$ cat src/rtl/tp_link_pkg.sv
package tp_link_pkg;
  typedef enum logic {
    LNK_DOWN = 1'b0,
    LNK_UP   = 1'b1
  } lnk_state_t;
endpackage

$ cat src/rtl/tp_pulse_run.sv
module tp_pulse_run #(
  parameter int RUN_NEEDED = 6
) (
  input  logic clk,
  input  logic rst_n,
  input  logic clear_i,
  input  logic pos_i,
  input  logic neg_i,
  output logic done_o
);
  localparam int CW = $clog2(RUN_NEEDED + 1);

  logic [CW-1:0] run_q, run_d;
  logic          pol_q, pol_d;   // 1 = negative run
  logic          hit;

  always_comb begin
    run_d = run_q;
    pol_d = pol_q;
    hit   = 1'b0;
    if (clear_i) begin
      run_d = '0;
    end else if (pos_i && neg_i) begin
      run_d = '0;
    end else if (pos_i || neg_i) begin
      pol_d = neg_i;
      if ((run_q != '0) && (neg_i == pol_q) && (run_q < CW'(RUN_NEEDED)))
        run_d = run_q + 1'b1;
      else
        run_d = CW'(1);
      hit = (run_d == CW'(RUN_NEEDED));
    end
  end

  assign done_o = hit;

  always_ff @(posedge clk or negedge rst_n) begin
    if (!rst_n) begin
      run_q <= '0;
      pol_q <= 1'b0;
    end else begin
      run_q <= run_d;
      pol_q <= pol_d;
    end
  end

  a_r3_run_bound: assert property (@(posedge clk) disable iff (!rst_n)
    run_q <= CW'(RUN_NEEDED));

  a_r3_clash_clears: assert property (@(posedge clk) disable iff (!rst_n)
    (pos_i && neg_i) |=> (run_q == '0));
endmodule

$ cat src/rtl/tp_loss_timer.sv
module tp_loss_timer #(
  parameter int LOSS_CYCLES = 1000
) (
  input  logic clk,
  input  logic rst_n,
  input  logic run_i,
  input  logic kick_i,
  output logic expire_o
);
  localparam int TW = $clog2(LOSS_CYCLES);
  localparam logic [TW-1:0] LAST = TW'(LOSS_CYCLES - 1);

  logic [TW-1:0] cnt_q, cnt_d;
  logic          fire;

  always_comb begin
    fire  = run_i && !kick_i && (cnt_q == LAST);
    cnt_d = cnt_q;
    if (!run_i || kick_i || fire)
      cnt_d = '0;
    else
      cnt_d = cnt_q + 1'b1;
  end

  assign expire_o = fire;

  always_ff @(posedge clk or negedge rst_n) begin
    if (!rst_n) cnt_q <= '0;
    else        cnt_q <= cnt_d;
  end

  a_r6_timer_bound: assert property (@(posedge clk) disable iff (!rst_n)
    cnt_q <= LAST);

  a_r6_kick_restarts: assert property (@(posedge clk) disable iff (!rst_n)
    kick_i |=> (cnt_q == '0));
endmodule

$ cat src/rtl/tp_idle_pulser.sv
module tp_idle_pulser #(
  parameter int IDLE_CYCLES = 320
) (
  input  logic clk,
  input  logic rst_n,
  input  logic idle_i,
  output logic send_o
);
  localparam int PW = $clog2(IDLE_CYCLES);
  localparam logic [PW-1:0] LAST = PW'(IDLE_CYCLES - 1);

  logic [PW-1:0] gap_q, gap_d;
  logic          send_q, send_d;

  always_comb begin
    send_d = idle_i && (gap_q == LAST);
    if (!idle_i || send_d) gap_d = '0;
    else                   gap_d = gap_q + 1'b1;
  end

  always_ff @(posedge clk or negedge rst_n) begin
    if (!rst_n) begin
      gap_q  <= '0;
      send_q <= 1'b0;
    end else begin
      gap_q  <= gap_d;
      send_q <= send_d;
    end
  end

  assign send_o = send_q;

  a_r10_needs_idle: assert property (@(posedge clk) disable iff (!rst_n)
    send_o |-> $past(idle_i));

  a_r10_single_strobe: assert property (@(posedge clk) disable iff (!rst_n)
    send_o |=> !send_o);
endmodule

$ cat src/rtl/tp_link_monitor.sv
module tp_link_monitor #(
  parameter int RUN_NEEDED  = 6,
  parameter int LOSS_CYCLES = 1000,
  parameter int IDLE_CYCLES = 320
) (
  input  logic clk,
  input  logic rst_n,
  input  logic lp_pos_i,
  input  logic lp_neg_i,
  input  logic rx_active_i,
  input  logic tx_idle_i,
  input  logic lt_disable_i,
  input  logic tx_req_i,
  output logic link_ok_o,
  output logic tx_en_o,
  output logic rx_en_o,
  output logic lb_en_o,
  output logic col_en_o,
  output logic lost_carrier_o,
  output logic col_err_o,
  output logic lp_send_o
);
  import tp_link_pkg::*;

  lnk_state_t st_q, st_d;
  logic run_done, loss_fire, activity, path_open;
  logic lcar_q, lcar_d, cerr_q, cerr_d;

  assign activity  = lp_pos_i || lp_neg_i || rx_active_i;
  assign path_open = (st_q == LNK_UP) || lt_disable_i;

  tp_pulse_run #(.RUN_NEEDED(RUN_NEEDED)) u_run (
    .clk     (clk),
    .rst_n   (rst_n),
    .clear_i (st_q == LNK_UP),
    .pos_i   (lp_pos_i),
    .neg_i   (lp_neg_i),
    .done_o  (run_done)
  );

  tp_loss_timer #(.LOSS_CYCLES(LOSS_CYCLES)) u_loss (
    .clk      (clk),
    .rst_n    (rst_n),
    .run_i    ((st_q == LNK_UP) && !lt_disable_i),
    .kick_i   (activity),
    .expire_o (loss_fire)
  );

  tp_idle_pulser #(.IDLE_CYCLES(IDLE_CYCLES)) u_beat (
    .clk    (clk),
    .rst_n  (rst_n),
    .idle_i (tx_idle_i),
    .send_o (lp_send_o)
  );

  always_comb begin
    st_d = st_q;
    case (st_q)
      LNK_DOWN: if (rx_active_i || run_done) st_d = LNK_UP;
      LNK_UP:   if (loss_fire)               st_d = LNK_DOWN;
      default:  st_d = LNK_DOWN;
    endcase
    lcar_d = tx_req_i && !path_open;
    cerr_d = tx_req_i && !path_open;
  end

  always_ff @(posedge clk or negedge rst_n) begin
    if (!rst_n) begin
      st_q   <= LNK_DOWN;
      lcar_q <= 1'b0;
      cerr_q <= 1'b0;
    end else begin
      st_q   <= st_d;
      lcar_q <= lcar_d;
      cerr_q <= cerr_d;
    end
  end

  assign link_ok_o      = (st_q == LNK_UP);
  assign tx_en_o        = path_open;
  assign rx_en_o        = path_open;
  assign lb_en_o        = path_open;
  assign col_en_o       = path_open;
  assign lost_carrier_o = lcar_q;
  assign col_err_o      = cerr_q;

  a_r2_rise_cause: assert property (@(posedge clk) disable iff (!rst_n)
    $rose(link_ok_o) |-> ($past(rx_active_i) || $past(lp_pos_i) || $past(lp_neg_i)));

  a_r6_fall_cause: assert property (@(posedge clk) disable iff (!rst_n)
    $fell(link_ok_o) |-> (!$past(activity) && !$past(lt_disable_i)));

  a_r8_error_cause: assert property (@(posedge clk) disable iff (!rst_n)
    lost_carrier_o |-> ($past(tx_req_i) && !$past(link_ok_o) && !$past(lt_disable_i)));

  a_r8_pair_together: assert property (@(posedge clk) disable iff (!rst_n)
    (tx_req_i && !path_open) |=> (lost_carrier_o && col_err_o));
endmodule

$ cat config.mk
export PLATFORM = sky130hd
export DESIGN_NAME = tp_link_monitor
export DESIGN_NICKNAME = d
export VERILOG_FILES = /design/src/rtl/tp_link_pkg.sv /design/src/rtl/tp_pulse_run.sv /design/src/rtl/tp_loss_timer.sv /design/src/rtl/tp_idle_pulser.sv /design/src/rtl/tp_link_monitor.sv
export SDC_FILE = /design/constraint.sdc
export NUM_CORES = 1
export LEC_CHECK = 0
export BUFFER_PORTS_ARGS = -buffer_cell sky130_fd_sc_hd__buf_2
export CAP_MARGIN = 10
export CORE_MARGIN = 8
export CORE_UTILIZATION = 40
export CTS_CLUSTER_DIAMETER = 60
export DETAILED_ROUTE_END_ITERATION = 6
export GPL_ROUTABILITY_DRIVEN = 1
export SLEW_MARGIN = 25
export SYNTH_ARGS = -nofsm -noshare
export SYNTH_HDL_FRONTEND = slang
export SYNTH_SLANG_ARGS = --single-unit
$ cat constraint.sdc
create_clock -name clk -period 1.55 [get_ports clk]
set_input_delay 0.31 -clock clk [delete_from_list [all_inputs] [get_ports clk]]
set_output_delay 0.31 -clock clk [all_outputs]
set_load 0.01 [all_outputs]
==> results.json, run 1 <==
{
  "antenna_found_initial": 0,
  "placed_cells": 202,
  "ant_nets": 0,
  "die_w_um": 73.8,
  "path_delay_family": "flip-flops",
  "die_height_um": 73.8,
  "synthTopCellsByCount": "26 x dfrtp_1, 24 x nor2_1, 10 x inv_1",
  "yosys_warnings": 0,
  "overflow": 0,
  "period_minus_slack_ps": 1550,
  "firstDrtPassIters": 4,
  "place_area_sq_um": 1470,
  "whs_ps": 187,
  "crit_cells": 3,
  "synth.most_common_cell": "dfrtp_1",
  "timing.rr.end": "u_loss.cnt_q[3]$_DFF_PN0_",
  "clkLatencyLatePin_ps": 320,
  "port_buffers": 15,
  "skew_ps": 6.96,
  "grt_use_total_pct": 10.7,
  "startpoint_type": "register",
  "drc": 0,
  "drive_gt1_share_pct": 22.4,
  "syn2layout_area_growth_pct": 22.0,
  "syn_avg_cell_area_sq_um": 9.54,
  "fin_util_pct": 50.0,
  "reg2reg_depth": 5,
  "crit_fanout": 5,
  "cts_tree": "built",
  "coreArea_sq_um": 3260,
  "hold_depth": 3,
  "syn_inst": 140,
  "fillCellCount": 327,
  "hp-class": "input pin to register",
  "clk_pin_slew_worst_paths_ps": 140,
  "crit_required_ps": 1240,
  "p_leak_nw": 0.737,
  "layout.cells.non_filler": 211,
  "finalHoldViolations": 0,
  "cts_sinks": 26,
  "slowest_stage": "dfrtp_1",
  "crit_path_start": "link_ok_o$_DFF_PN0_",
  "synth_seq_area_share_pct": 48.7,
  "yosys.area.top_type_share_pct": 48.7,
  "design_area_sq_um": 1630,
  "gp_congestion": 0.792,
  "synth.cell_area_sq_um": 1340,
  "boundaryPins": 16,
  "layout.nets": 178,
  "fmax_mhz": 647,
  "crit_arrival_ps": 1240,
  "worst_pin_slew_ps": 576,
  "rsz0062_at_grt": "yes",
  "status": "finished clean",
  "cts_buffer_depth": 2,
  "yosysTopAreaCell": "dfrtp_1",
  "route.detailed.vias_per_inst": 4.81,
  "dp_hpwl_um": 1840,
  "synth_edf_count": 0,
  "cp-end-kind": "output pin",
  "synth_nets": 152,
  "ys_top_cells_by_area": "dfrtp_1 49%, nor2_1 6.7%, xor2_1 5.2%, xnor2_1 3.9%, ha_1 3.7%",
  "fin_setup_tns_ps": 0,
  "crit_top_cell": "buf_6",
  "wl_um": 2490,
  "wl_per_cell_um": 11.8,
  "die-area_sq_um": 5440,
  "yosysUniqueCellTypes": 31,
  "crit_type": "register to output pin",
  "synthArstFlopShare_pct": 100,
  "regToRegStartpoint": "link_ok_o$_DFF_PN0_",
  "period_share_pct": 99.7,
  "cts_buffers": 3,
  "cts_max_level": 1,
  "endpoint": "tx_en_o",
  "first_iter_violations": 28,
  "crit_chain": "buf_6 > or2_4 > buf_6",
  "cts_root_buffer": "clkbuf_4",
  "drv_cap": 0,
  "grt_max_degree": 27,
  "initial_core_util_pct": 41.0,
  "via_count": 1014,
  "rows": 21,
  "slew_headroom_pct": 61.6,
  "grt_pass1_vias": 1078,
  "p_per_area_nw_per_um2": 753,
  "ys_ff_latch": 26,
  "antenna_cells": 0,
  "ys.flop_type": "dfrtp_1",
  "irDropWorstVdd_mv": 0.369,
  "rrSetupSlack_ps": 70,
  "final-setup-viol-count": 0,
  "grt_pass1_wl_um": 4620,
  "maxSlewViolCount": 0,
  "path_buf_inv": 2,
  "slowest_delay_ps": 420
}
flip-flops by register name (all words and copies together), names as in the netlist:
register,flops
u_beat.send_o,1
u_run.run_q,3
col_err_o,1
u_beat.gap_q,9
link_ok_o,1
u_run.pol_q,1
u_loss.cnt_q,10
layout by cell type (no fill, tap or decap):
cell / instances
o41ai_2: 1
a211oi_1: 2
a311oi_1: 2
o21a_1: 1
a21oi_1: 5
nand3_4: 1
a32oi_1: 1
buf_2: 11
bufinv_16: 1
nand3_1: 5
a31oi_1: 1
ha_1: 3
clkbuf_4: 3
dlygate4sd3_1: 1
a21boi_0: 1
or4_4: 1
xor2_1: 8
nand2_1: 8
buf_4: 10
nand2b_1: 1
xnor2_1: 6
o21bai_4: 1
nor3_1: 2
or2_1: 1
o21ai_0: 4
inv_1: 10
ha_2: 1
buf_6: 5
nand4_1: 5
nor2_1: 24
and3_4: 1
dfrtp_1: 26
or2_4: 1
nor2b_1: 3
or3_1: 2
and2_1: 2
and3_1: 4
metrics by stage:
step | setup WS (ps) | power (mW)
finish | 4.46 | 1.23
global route | -56.2 | 1.29
CTS | -23.3 | 1.23
detailed placement | -45.4 | 0.767
global placement | 10.9 | 0.766
floorplan | 12.5 | 0.731
worst min-delay path: cells and delay by family:
kind / cells / cell delay, ps
and+or+nand+nor: 1 / 40
buffers and inverters: 2 / 130
cell families after synthesis:
group | Yosys count | share of synthesized area [%]
buf+inv | 16 | 6.28
simple gates | 61 | 21.9
xor+xnor | 14 | 9.18
fa+ha+maj | 4 | 3.75
compound gates | 19 | 10.1
flops | 26 | 48.7
worst min-delay path by stage:
| stage | slack, ps | endpoint | from |
|---|---|---|---|
| 4_1_cts | 180 | col_err_o$_DFF_PN0_ | tx_req_i |
| 2_1_floorplan | 10 | col_err_o$_DFF_PN0_ | rst_n |
| 6_report | 190 | col_err_o$_DFF_PN0_ | tx_req_i |
| 5_1_grt | 160 | col_err_o$_DFF_PN0_ | tx_req_i |
| 3_5_place_dp | 340 | u_loss.cnt_q[4]$_DFF_PN0_ | rst_n |
| 3_3_place_gp | 350 | col_err_o$_DFF_PN0_ | rst_n |
routing by layer:
| metal | vias up | part of all wire (%) | routed length [um] | global-route usage, % |
|---|---|---|---|---|
| met5 | - | 0 | 0 | 0 |
| met4 | 0 | 0.60 | 15 | 3.99 |
| met3 | 2 | 2.7 | 68 | 2.18 |
| met2 | 8 | 51 | 1280 | 17.8 |
| met1 | 487 | 45 | 1130 | 13.1 |
| li1 | 517 | - | - | - |
power breakdown:
part / switching (mW) / internal, mW / leakage (nW)
combinational: 0.0401 / 0.0327 / 0.359
clock: 0.202 / 0.261 / 0.0279
sequential: 0.00482 / 0.685 / 0.350
area by class of cell:
class	instances	area [sq um]	area share, %
sequential	26	651	39.9
multi-input combinational	98	634	38.9
timing repair buffer	27	196	12.1
tap	46	57.6	3.53
inverter	10	37.5	2.30
clock inverter	1	30.0	1.84
clock buffer	3	22.5	1.38
what timing repair did:
action,in CTS,in global routing
setup buffers,2,2
resized for setup,8,4
hold endpoints to repair,26,0
setup endpoints to repair,9,10
cloned,0,0
hold buffers,1,0
pin swaps,1,1
(Power assumes the default switching activity.)
==> run 2, diff against run 1 <==
--- a/config.mk
+++ b/config.mk
@@ -8,10 +8,11 @@
 export BUFFER_PORTS_ARGS = -buffer_cell sky130_fd_sc_hd__buf_2
 export CAP_MARGIN = 10
 export CORE_MARGIN = 8
-export CORE_UTILIZATION = 40
+export CORE_UTILIZATION = 45
 export CTS_CLUSTER_DIAMETER = 60
 export DETAILED_ROUTE_END_ITERATION = 6
 export GPL_ROUTABILITY_DRIVEN = 1
+export PLACE_DENSITY = 0.67
 export SLEW_MARGIN = 25
 export SYNTH_ARGS = -nofsm -noshare
 export SYNTH_HDL_FRONTEND = slang
==> run 2 against run 1 <==
  * Count of clock-buffer cells in the layout unchanged
  * Utilization increased by 5.6 points
  * Largest cell class unchanged
  * Highest routed layer unchanged
  * Clock skew increased by 3.0 ps
  * Sequential share of layout area increased by 2.2 points
  * Cell area decreased by 5.1%
  * First-iteration DRC count increased by 61%
  * Clock power decreased by 41%
  * Die area decreased by 8.8%
==> results.json, run 2 (synthesis gave the netlist of run 1 again) <==
{
  "p_per_area_nw_per_um2": 668,
  "firstDrtPassIters": 4,
  "cp-end-kind": "output pin",
  "regMostFlops": "u_loss.cnt_q",
  "wl_per_cell_um": 12.8,
  "layout.nets": 177,
  "worst_pin_slew_ps": 549,
  "ant_nets": 0,
  "wl_um": 2490,
  "cts_buffers": 3,
  "route.detailed.vias_per_inst": 5.20,
  "rrSetupSlack_ps": 80,
  "antenna_cells": 0,
  "antenna_found_initial": 0,
  "place_area_sq_um": 1460,
  "drv_cap": 0,
  "cts_sinks": 26,
  "coreArea_sq_um": 2780,
  "placed_cells": 187,
  "slew_headroom_pct": 63.4,
  "final_cell_mix": "26 x dfrtp_1, 24 x nor2_1, 14 x buf_2",
  "cts_max_level": 1,
  "design_area_sq_um": 1550,
  "drc": 0,
  "syn2layout_area_growth_pct": 15.7,
  "drive_gt1_share_pct": 20.9,
  "cts_buffer_depth": 2,
  "grt_use_total_pct": 10.4,
  "p_total_mw": 1.03,
  "dp_hpwl_um": 1790,
  "via_count": 1008,
  "hp-class": "input pin to register",
  "rows": 19,
  "status": "finished clean",
  "reg.largest.list": "u_loss.cnt_q (10), u_beat.gap_q (9), u_run.run_q (3)",
  "cts_tree": "built",
  "grt_max_degree": 27,
  "whs_ps": 189,
  "fmax_mhz": 649,
  "boundaryPins": 16,
  "rsz0062_at_grt": "yes",
  "maxSlewViolCount": 0,
  "finalHoldViolations": 0,
  "grt_pass1_vias": 1036,
  "final-setup-viol-count": 0,
  "die_w_um": 70.5,
  "gp_congestion": 0.872,
  "fin_setup_tns_ps": 0,
  "crit_type": "register to output pin",
  "p_leak_nw": 0.708,
  "first_iter_violations": 45,
  "period_share_pct": 99.4,
  "clk_pin_slew_worst_paths_ps": 130,
  "crit_fanout": 5,
  "cts_root_buffer": "clkbuf_4",
  "die-area_sq_um": 4970,
  "startpoint_type": "register",
  "period_minus_slack_ps": 1540,
  "clkLatencyLatePin_ps": 310,
  "crit_required_ps": 1240,
  "port_buffers": 15,
  "grt_pass1_wl_um": 4350,
  "mostFrequentLayoutCell": "dfrtp_1",
  "die_height_um": 70.5,
  "irDropWorstVdd_mv": 0.557,
  "largest_reg_flops": 10,
  "layout.cells.non_filler": 194,
  "overflow": 0,
  "crit_arrival_ps": 1230,
  "initial_core_util_pct": 48.0,
  "skew_ps": 10.0
}
-- run 2: power by group --
group	switching (mW)	total, mW	internal [mW]	leakage (nW)
logic	0.0392	0.0691	0.0300	0.344
clock network	0.182	0.273	0.0908	0.0138
registers	0.00490	0.690	0.685	0.350
total	0.226	1.03	0.806	0.708
-- run 2: critical path, stage by stage (launching register included) --
cell and delay [ps]:
dfrtp_1 410, buf_6 120, or2_4 240, buf_2 140
-- run 2: worst paths after layout --
kind,cells after the start,startpoint,to
worst max-delay path,3,link_ok_o$_DFF_PN0_,rx_en_o
worst min-delay path,3,tx_req_i,col_err_o$_DFF_PN0_
worst max register to register,6,u_beat.gap_q[0]$_DFF_PN0_,u_beat.gap_q[3]$_DFF_PN0_
worst min register to register,1,u_loss.cnt_q[0]$_DFF_PN0_,u_loss.cnt_q[0]$_DFF_PN0_
max in group asynchronous,2,rst_n,u_loss.cnt_q[8]$_DFF_PN0_
min in group asynchronous,2,rst_n,link_ok_o$_DFF_PN0_
-- run 2: timing repair --
action,in CTS,in global routing
hold endpoints to repair,26,0
hold buffers,1,0
resized for setup,3,4
endpoints found under the setup margin,7,11
buffers inserted,0,3
-- run 2: final cells by class --
type | instances | area (sq um)
timing repair buffer | 26 | 170
sequential | 26 | 651
clock buffer | 3 | 22.5
tap | 31 | 38.8
inverter | 10 | 37.5
multi-input combinational | 98 | 626
fill | 244 | 1240
-- run 2: metrics by stage --
| step | setup WS [ps] | util [%] |
|---|---|---|
| 6_report | 9.44 | 55.6 |
| 4_1_cts | -13.8 | 53.9 |
| 3_5_place_dp | -11.0 | 52.3 |
| 2_1_floorplan | 12.5 | - |
| 3_3_place_gp | 34.4 | 52.3 |
| 5_1_grt | -46.0 | 55.6 |
-- run 2: layer usage --
metal	wire length (um)	GRT usage, %
met1	1110	11.6
met2	1290	18.2
met3	76	3.67
met4	19	2.68
met5	0	0
==> run 3, diff against run 2 <==
==> constraint.sdc (replaced) <==
create_clock -name clk -period 1.55 [get_ports clk]
set_input_delay 0.155 -clock clk [delete_from_list [all_inputs] [get_ports clk]]
set_output_delay 0.155 -clock clk [all_outputs]
set_load 0.01 [all_outputs]
==> run 3 against run 2 <==
  * Critical path depth grew 2
  * Count of clock-buffer cells in the layout is the same
  * Via count shrank 0.79%
  * Die area is the same
  * Combinational power shrank 8.4%
  * Critical path type is now register to register
  * Critical endpoint is now u_beat.gap_q[8]$_DFF_PN0_
  * Largest power group unchanged
==> results.json, run 3 (synthesis gave the netlist of run 1 again) <==
{
  "reg.largest.list": "u_loss.cnt_q (10), u_beat.gap_q (9), u_run.run_q (3)",
  "fmax_mhz": 685,
  "antenna_cells": 0,
  "cts_max_level": 1,
  "die_w_um": 70.5,
  "cts_root_buffer": "clkbuf_4",
  "wl_um": 2390,
  "rows": 19,
  "endpoint": "u_beat.gap_q[8]$_DFF_PN0_",
  "cts_tree": "built",
  "crit_cells": 5,
  "seq_power_share_pct": 67.4,
  "rsz0062_at_grt": "no",
  "status": "finished clean",
  "drc": 0,
  "die_height_um": 70.5,
  "grt_pass1_vias": 1015,
  "skew_ps": 6.05,
  "syn2layout_area_growth_pct": 13.3,
  "ant_nets": 0,
  "path_delay_family": "simple AND/OR/NAND/NOR gates",
  "regToRegStartpoint": "u_beat.gap_q[0]$_DFF_PN0_",
  "final-setup-viol-count": 0,
  "hold_depth": 3,
  "clk_pin_slew_worst_paths_ps": 130,
  "p_total_mw": 1.02,
  "crit_required_ps": 1800,
  "p_sw_mw": 0.222,
  "slowest_stage": "dfrtp_1",
  "irDropWorstVdd_mv": 0.589,
  "slowest_delay_ps": 390,
  "die-area_sq_um": 4970,
  "combPwrFrac_pct": 6.2,
  "fin_setup_tns_ps": 0,
  "hp-class": "input pin to register",
  "crit_path_start": "u_beat.gap_q[0]$_DFF_PN0_",
  "slew_headroom_pct": 62.3,
  "antenna_found_initial": 0,
  "crit_chain": "ha_2 > and3_4 > nand3_2 > or3_1 > a31oi_1",
  "clock_power_share_pct": 26.4,
  "wl_per_cell_um": 12.5,
  "period_share_pct": 94.3,
  "dp_hpwl_um": 1810,
  "cts_buffers": 3,
  "boundaryPins": 16,
  "crit_arrival_ps": 1710,
  "largest_reg_flops": 10,
  "worst_pin_slew_ps": 566,
  "coreArea_sq_um": 2780,
  "firstDrtPassIters": 4,
  "overflow": 0,
  "via_count": 1000,
  "path_buf_inv": 0,
  "period_minus_slack_ps": 1460,
  "crit_fanout": 4,
  "startpoint_type": "register",
  "timing.rr.end": "u_beat.gap_q[8]$_DFF_PN0_",
  "crit_type": "register to register",
  "cts_buffer_depth": 2,
  "grt_use_total_pct": 10.4,
  "cts_sinks": 26,
  "final_cell_mix": "26 x dfrtp_1, 24 x nor2_1, 15 x buf_2",
  "clkLatencyLatePin_ps": 310,
  "reg2reg_depth": 5,
  "port_buffers": 15,
  "cp-end-kind": "register",
  "layout.nets": 174,
  "p_per_area_nw_per_um2": 677,
  "initial_core_util_pct": 48.0,
  "drv_cap": 0,
  "internal-power_mw": 0.802,
  "route.detailed.vias_per_inst": 5.24,
  "finalHoldViolations": 0,
  "gp_congestion": 0.899,
  "fillCellCount": 256,
  "regMostFlops": "u_loss.cnt_q",
  "first_iter_violations": 48,
  "grt_pass1_wl_um": 4330,
  "p_leak_nw": 0.684,
  "mostFrequentLayoutCell": "dfrtp_1",
  "rrSetupSlack_ps": 90,
  "drive_gt1_share_pct": 20.0,
  "grt_max_degree": 27,
  "switching_share_pct": 21.7,
  "maxSlewViolCount": 0
}
[run 3: repair_timing]
item | in CTS | in global routing
resized for setup | 0 | 6
endpoints found under the hold margin | 26 | 0
hold buffers | 1 | 0
endpoints found under the setup margin | 0 | 12
setup buffers | 0 | 1
[run 3: worst register-to-register path, delay by kind of cell, from the launching register on]
family	cells	cell delay, ps
adders and majority gates	1	200
and+or+nand+nor	3	660
DFF	1	390
AOI/OAI and AO/OA	1	160
[run 3: how the worst min path moves through the flow]
stage | startpoint | endpoint | slack, ps
floorplan | rst_n | col_err_o$_DFF_PN0_ | -140
global placement | rst_n | col_err_o$_DFF_PN0_ | 180
detailed placement | rst_n | col_err_o$_DFF_PN0_ | 180
CTS | tx_req_i | col_err_o$_DFF_PN0_ | 20
global route | tx_req_i | col_err_o$_DFF_PN0_ | 50
finish | tx_req_i | col_err_o$_DFF_PN0_ | 40
[run 3: power by group through the flow]
stage	sequential (mW)	combinational, mW	clock, mW
after floorplan	0.702	0.0292	0
after global placement	0.703	0.0587	0
after detailed placement	0.703	0.0615	0
after CTS	0.690	0.0638	0.286
after global routing	0.692	0.0759	0.311
final	0.690	0.0633	0.270
[run 3: area by class of cell]
type                    instances  area (sq um)  share of cell area [%]
clock buffers                   3          22.5                    1.49
inverters                      10          37.5                    2.48
multi-input cells              98           626                    41.4
flip-flops and latches         26           651                    43.0
well taps                      31          38.8                    2.56
repair buffers                 23           138                    9.10
[run 3: routing by layer]
metal,GRT usage [%],vias up,part of all wire [%]
li1,-,511,-
met1,11.4,476,45
met2,18.1,11,49
met3,4.52,2,4.8
met4,2.01,0,0.67
met5,0,-,0
[run 3: stage by stage]
step | setup slack [ps] | hold slack (ps) | cell area (sq um) | util (%) | instances
floorplan | 12.5 | -141 | 1340 | - | 140
global placement | 102 | 176 | 1450 | 52.0 | 186
CTS | 35.8 | 22.4 | 1480 | 53.2 | 190
global route | 6.07 | 48.8 | 1510 | 54.4 | 191
finish | 89.1 | 36.3 | 1510 | 54.4 | 191
detailed placement | 49.3 | 182 | 1450 | 52.0 | 186
